**src/rtl/pg_pkg.sv**
```systemverilog
package pg_pkg;
  typedef enum logic [1:0] {
    AX_GRAD  = 2'd0,
    AX_INV   = 2'd1,
    AX_LINE0 = 2'd2,
    AX_LINE1 = 2'd3
  } ax_mode_e;

  typedef enum logic [1:0] {
    CH_PAT  = 2'd0,
    CH_ZERO = 2'd1,
    CH_MID  = 2'd2,
    CH_FULL = 2'd3
  } ch_sel_e;
endpackage

```
**src/rtl/pg_axis.sv**
```systemverilog
// One pattern axis: step phase, period parity and accumulated increment.
module pg_axis #(
  parameter int POS_W  = 12,
  parameter int STEP_W = 8,
  parameter int VAL_W  = 16
) (
  input  logic              clk_i,
  input  logic              rst_ni,
  input  logic              restart_i,
  input  logic              adv_i,
  input  logic [STEP_W-1:0] step_i,
  input  logic [VAL_W-1:0]  inc_i,
  input  logic              rep2_i,
  input  logic [POS_W-1:0]  span_i,
  output logic [VAL_W-1:0]  acc_o,
  output logic              odd_o,
  output logic              first_o
);
  logic [POS_W-1:0]  pos_q;
  logic [STEP_W-1:0] cnt_q;
  logic [POS_W-1:0]  pos_nxt;
  logic [POS_W-1:0]  half;

  assign pos_nxt = pos_q + 1'b1;
  assign half    = span_i >> 1;

  always_ff @(posedge clk_i or negedge rst_ni) begin
    if (!rst_ni) begin
      pos_q <= '0;
      cnt_q <= '0;
      odd_o <= 1'b0;
      acc_o <= '0;
    end else if (restart_i) begin
      pos_q <= '0;
      cnt_q <= '0;
      odd_o <= 1'b0;
      acc_o <= '0;
    end else if (adv_i) begin
      pos_q <= pos_nxt;
      if (rep2_i && pos_nxt == half) begin
        cnt_q <= '0;
        odd_o <= 1'b0;
        acc_o <= '0;
      end else if (cnt_q == step_i) begin
        cnt_q <= '0;
        odd_o <= ~odd_o;
        acc_o <= acc_o + inc_i;
      end else begin
        cnt_q <= cnt_q + 1'b1;
      end
    end
  end

  assign first_o = (cnt_q == '0);
endmodule

```
**src/rtl/pg_shade.sv**
```systemverilog
// Combines both axes into the pattern value and maps the three channels.
module pg_shade
  import pg_pkg::*;
#(
  parameter int VAL_W = 16,
  parameter int CH_W  = 8,
  localparam int NCH  = 3
) (
  input  logic [VAL_W-1:0]    base_i,
  input  logic [VAL_W-1:0]    hacc_i,
  input  logic [VAL_W-1:0]    vacc_i,
  input  logic                hodd_i,
  input  logic                vodd_i,
  input  logic                hfirst_i,
  input  logic                vfirst_i,
  input  logic [1:0]          hmode_i,
  input  logic [1:0]          vmode_i,
  input  logic [NCH-1:0][1:0] sel_i,
  output logic [NCH*CH_W-1:0] pix_o
);
  logic [VAL_W-1:0] val;
  logic             hline, vline, flip;

  assign hline = (ax_mode_e'(hmode_i) == AX_LINE0) || (ax_mode_e'(hmode_i) == AX_LINE1);
  assign vline = (ax_mode_e'(vmode_i) == AX_LINE0) || (ax_mode_e'(vmode_i) == AX_LINE1);
  assign flip  = ((ax_mode_e'(hmode_i) == AX_INV) & hodd_i) ^
                 ((ax_mode_e'(vmode_i) == AX_INV) & vodd_i);

  always_comb begin
    if (hline || vline)
      val = ((hline & hfirst_i) | (vline & vfirst_i)) ? '1 : '0;
    else
      val = (base_i + vacc_i + hacc_i) ^ {VAL_W{flip}};
  end

  for (genvar c = 0; c < NCH; c++) begin : g_ch
    always_comb begin
      unique case (ch_sel_e'(sel_i[c]))
        CH_PAT:  pix_o[c*CH_W +: CH_W] = val[VAL_W-1 -: CH_W];
        CH_ZERO: pix_o[c*CH_W +: CH_W] = '0;
        CH_MID:  pix_o[c*CH_W +: CH_W] = {1'b1, {(CH_W-1){1'b0}}};
        default: pix_o[c*CH_W +: CH_W] = '1;
      endcase
    end
  end
endmodule

```
**src/rtl/grad_pattern_gen.sv**
```systemverilog
module grad_pattern_gen #(
  parameter int VAL_W  = 16,
  parameter int STEP_W = 8,
  parameter int POS_W  = 12,
  parameter int CH_W   = 8,
  localparam int PIX_W = 3 * CH_W
) (
  input  logic             clk_i,
  input  logic             rst_ni,
  input  logic             pg_en_i,
  input  logic             de_i,
  input  logic             line_start_i,
  input  logic             frame_start_i,
  input  logic [PIX_W-1:0] vid_i,
  input  logic [VAL_W-1:0] init_i,
  input  logic [VAL_W-1:0] hinc_i,
  input  logic [VAL_W-1:0] vinc_i,
  input  logic [STEP_W-1:0] hstep_i,
  input  logic [STEP_W-1:0] vstep_i,
  input  logic [1:0]       hmode_i,
  input  logic [1:0]       vmode_i,
  input  logic             hrep2_i,
  input  logic             vrep2_i,
  input  logic [POS_W-1:0] act_w_i,
  input  logic [POS_W-1:0] act_h_i,
  input  logic [1:0]       sel_r_i,
  input  logic [1:0]       sel_g_i,
  input  logic [1:0]       sel_b_i,
  output logic [PIX_W-1:0] rgb_o
);
  logic [VAL_W-1:0] hacc, vacc;
  logic             hodd, vodd, hfirst, vfirst;
  logic             had_de_q;
  logic [PIX_W-1:0] pat_pix, rgb_d;

  // a line only counts vertically once it carried DE
  always_ff @(posedge clk_i or negedge rst_ni) begin
    if (!rst_ni)                            had_de_q <= 1'b0;
    else if (frame_start_i || line_start_i) had_de_q <= 1'b0;
    else if (de_i)                          had_de_q <= 1'b1;
  end

  pg_axis #(.POS_W(POS_W), .STEP_W(STEP_W), .VAL_W(VAL_W)) u_hax (
    .clk_i, .rst_ni,
    .restart_i (frame_start_i | line_start_i),
    .adv_i     (de_i),
    .step_i    (hstep_i),
    .inc_i     (hinc_i),
    .rep2_i    (hrep2_i),
    .span_i    (act_w_i),
    .acc_o     (hacc),
    .odd_o     (hodd),
    .first_o   (hfirst)
  );

  pg_axis #(.POS_W(POS_W), .STEP_W(STEP_W), .VAL_W(VAL_W)) u_vax (
    .clk_i, .rst_ni,
    .restart_i (frame_start_i),
    .adv_i     (line_start_i & had_de_q),
    .step_i    (vstep_i),
    .inc_i     (vinc_i),
    .rep2_i    (vrep2_i),
    .span_i    (act_h_i),
    .acc_o     (vacc),
    .odd_o     (vodd),
    .first_o   (vfirst)
  );

  pg_shade #(.VAL_W(VAL_W), .CH_W(CH_W)) u_shade (
    .base_i   (init_i),
    .hacc_i   (hacc),
    .vacc_i   (vacc),
    .hodd_i   (hodd),
    .vodd_i   (vodd),
    .hfirst_i (hfirst),
    .vfirst_i (vfirst),
    .hmode_i  (hmode_i),
    .vmode_i  (vmode_i),
    .sel_i    ({sel_r_i, sel_g_i, sel_b_i}),
    .pix_o    (pat_pix)
  );

  assign rgb_d = !pg_en_i ? vid_i : (de_i ? pat_pix : '0);

  always_ff @(posedge clk_i or negedge rst_ni) begin
    if (!rst_ni) rgb_o <= '0;
    else         rgb_o <= rgb_d;
  end
endmodule

```
**config.mk**
```make
export PLATFORM = sky130hd
export DESIGN_NAME = grad_pattern_gen
export DESIGN_NICKNAME = d
export VERILOG_FILES = /design/src/rtl/pg_pkg.sv /design/src/rtl/pg_axis.sv /design/src/rtl/pg_shade.sv /design/src/rtl/grad_pattern_gen.sv
export SDC_FILE = /design/constraint.sdc
export NUM_CORES = 1
export LEC_CHECK = 0
export BUFFER_PORTS_ARGS = -buffer_cell sky130_fd_sc_hd__buf_4
export CORE_MARGIN = 2
export CORE_UTILIZATION = 51
export CTS_CLUSTER_SIZE = 10
export DETAILED_ROUTE_END_ITERATION = 6
export PLACE_DENSITY = 0.82
export SYNTH_ARGS = -nofsm -noshare
export SYNTH_HDL_FRONTEND = slang
export SYNTH_SLANG_ARGS = --single-unit
```
**constraint.sdc**
```tcl
create_clock -name clk_i -period 3.4 [get_ports clk_i]
set_clock_uncertainty 0.05 [all_clocks]
set_input_delay 0.34 -clock clk_i [delete_from_list [all_inputs] [get_ports clk_i]]
set_output_delay 0.34 -clock clk_i [all_outputs]
set_load 0.005 [all_outputs]
```
==> impl_results.md <==
* Status: completed
* Count leader, synth: dfrtp_1
* Vias at 7309
* Post-synth top cells: dfrtp_1 (99), nor2_1 (73), inv_1 (65), ha_1 (56), nand2_1 (51)
* EDFF count, synth at 0
* DP Worst Slack at -125 ps
* DP HPWL at 15800 µm
* Core area at 0.0152 mm²
* Post-synth top area cell: dfrtp_1
* # IOs at 154
* DRC at 0
* 1st-pass router iterations at 5
* Synthesized net count at 1104
* Port Buffers at 151
* Hold WS at 165 ps
* Antenna violations before repair at 0
* Clock Tree Buf Depth at 2
* Worst slew pin tran at 715 ps
* Clock Sink Count at 99
* Die footprint at 0.0166 mm²
* Grt ovf at 0
* Iteration-0 DRC Markers at 495
* Final WS setup at 218 ps
* Netlist cell types at 64
* Period minus WS final at 3180 ps
* GP Congestion at 0.866
* Post-DP Area at 0.00928 mm²
* Ranking of synthesized cells by area: dfrtp_1 (31%), ha_1 (8.8%), xnor2_1 (5.5%)
* Final net count at 1248
* Final antenna-violating net count at 0
* Final Instance Count excl. Fillers at 1239
* Vias in the first global route at 6818
* Syn avg cell area at 8.79 µm²
* Worst-path clk slew at 80 ps
* Die Width at 129 µm
* Post CTS Setup Buffer Count at 0
* Die Ht at 129 µm
* FFs w/ async S/R, synth at 1.00
* Slew Limit Fails at 0
* CP startpoint kind: register
* Fin area at 0.00962 mm²
* Hold Path Class: in2reg
* Final setup viols at 0
* Slowest library cell on the worst path: or4_4
* WL final at 20600 µm
* Root Driver: clkbuf_16
* Std-Cell Rows at 45
* Register area share after synthesis at 0.312
* CTS buffer count at 9
* Share of the synthesized area in the top cell type at 0.312
* Placed Cells at 1222
* Worst Setup End Kind: register
* Max-cap violations at 0
* Layout cell share with drive strength beyond 1 at 0.205
* Total power at 3130 µW
* Vias/cell at 5.90
* Largest net degree at the start of global routing at 58
* Power Density at 325 mW/mm²
* Global-route wire length before repair at 32900 µm
* Area grow syn2layout at 21.3%
* GR Util All Layers at 0.250
* Crit-path max FO at 5
* Peak supply drop at 0.238 mV
* H-tree Lvls at 3
* CP Data Arrival Time at 3380 ps
* Clock tree from TritonCTS: yes
* Max-Slew Margin vs Limit at 0.522
* YS warnings at 0
* WL/cell at 16.6 µm
* Synthesized instance count at 902
* CP Cell Sequence: fa_1 -> ha_1 -> a211oi_2 -> o21ai_0 -> o221ai_2 -> buf_4 -> a21boi_0 -> or4_4 -> a41oi_1 -> nor2_1
* Cell area after synthesis at 0.00793 mm²
* Unrepaired setup endpoints after global routing: false
* FF+latch count, synth at 99
* Tcrit/Tclk final at 0.936
* Fmax at 0.314 GHz
* Crit Path Category: reg2reg
* Worst-skew pair later-pin latency at 360 ps
* Fin. Hold Viols at 0
* Initial core utilization at 0.522
* Max incr delay on CP at 540 ps
* Required @ worst endpoint at 3600 ps
* Most used DFF post-synth: dfrtp_1
* Antenna cell count at 0
* Leakage dissipation at 0.00437 µW
-- power breakdown --
group          switching (µW)  internal [µW]
clock                     515            533
combinational             420            388
sequential               43.0           1230
total                     978           2150
-- layout by cell type (no fill, tap or decap), types with 5 or more instances in the layout --
cell type,n
o21bai_1,5
xor2_1,48
nand2_1,51
o21a_1,7
nor3_1,39
nor2b_1,8
nand4_1,21
dfrtp_1,99
nor4_1,14
and3_1,14
fa_1,16
nand2b_1,6
mux2i_1,6
nand3_1,33
clkbuf_16,9
inv_1,65
nor2_1,73
buf_4,164
o31ai_1,5
a21oi_1,38
xnor2_1,50
o21ai_0,45
or2_2,5
a21o_1,5
a31oi_1,18
a211oi_1,9
o22ai_1,25
o211ai_1,6
mux2_2,5
ha_1,56
mux2_4,9
a41oi_1,5
or3_1,16
-- stage by stage --
step            util  TNS, ps
6_report       0.633        0
5_1_grt        0.633        0
4_1_cts        0.631        0
3_5_place_dp   0.611     -349
3_3_place_gp   0.611     -176
2_1_floorplan      -        0
-- what timing repair did --
item / in CTS / in global routing
gates resized for setup: 2 / 4
endpoints found under the hold margin: 42 / 0
hold buffers: 1 / 0
setup endpoints to repair: 3 / 8
pin swaps: 0 / 1
-- layer usage --
layer / GRT usage / wire length, µm / up-vias
met3: 0.0453 / 1290 / 39
met5: 0 / 0 / -
li1: - / - / 3560
met4: 0.0972 / 601 / 0
met2: 0.418 / 9600 / 254
met1: 0.325 / 9080 / 3456
-- flip-flops by register name, indices dropped and copies added, names as in the netlist --
| name | count |
|---|---|
| had_de_q | 1 |
| rgb_o | 24 |
| u_hax.acc_o | 16 |
| u_hax.cnt_q | 8 |
| u_hax.odd_o | 1 |
| u_hax.pos_q | 12 |
| u_vax.acc_o | 16 |
| u_vax.cnt_q | 8 |
| u_vax.odd_o | 1 |
| u_vax.pos_q | 12 |
-- logic make-up (layout without fill, tap and decap cells) --
family                   Yosys count  count (layout)  share of synthesized area
multiplexers                      20              20                     0.0317
XOR/XNOR                          98              98                      0.108
buffers and inverters             98             247                     0.0475
AND/OR/NAND/NOR                  305             305                      0.196
adder cells (fa/ha/maj)           72              72                      0.129
flip-flops                        99              99                      0.312
AO/OA/AOI/OAI                    210             210                      0.175
-- worst max-delay path, delay by kind of cell, from the launching register on --
kind                       cells  cell delay [ps]
DFF                            1              400
and+or+nand+nor                2              610
buffers and inverters          1              190
AOI/OAI and AO/OA              5             1020
adders and majority gates      2              790
-- path summary, 6_finish.rpt --
| kind | from | to | slack, ps | depth (start not counted) |
|---|---|---|---|---|
| max | u_hax.acc_o[4] | rgb_o[18] | 220 | 10 |
| min | vid_i[23] | rgb_o[23] | 160 | 3 |
| max reg2reg | u_hax.acc_o[4] | rgb_o[18] | 220 | 10 |
| min reg2reg | u_vax.odd_o | u_vax.odd_o | 440 | 1 |
| max in group asynchronous | rst_ni | u_hax.acc_o[14] | 2120 | 3 |
| min in group asynchronous | rst_ni | u_vax.pos_q[8] | 460 | 2 |
-- cell type report --
type	count	area [µm²]
Tap cell	188	235
Sequential cell	99	2480
Inverter	65	244
Fill cell	1300	5580
Clock inverter	6	55.1
Timing Repair Buffer	166	1260
Clock buffer	10	239
Multi-Input combinational cell	705	5110
No activity file was read; power rests on OpenSTA's default activity.
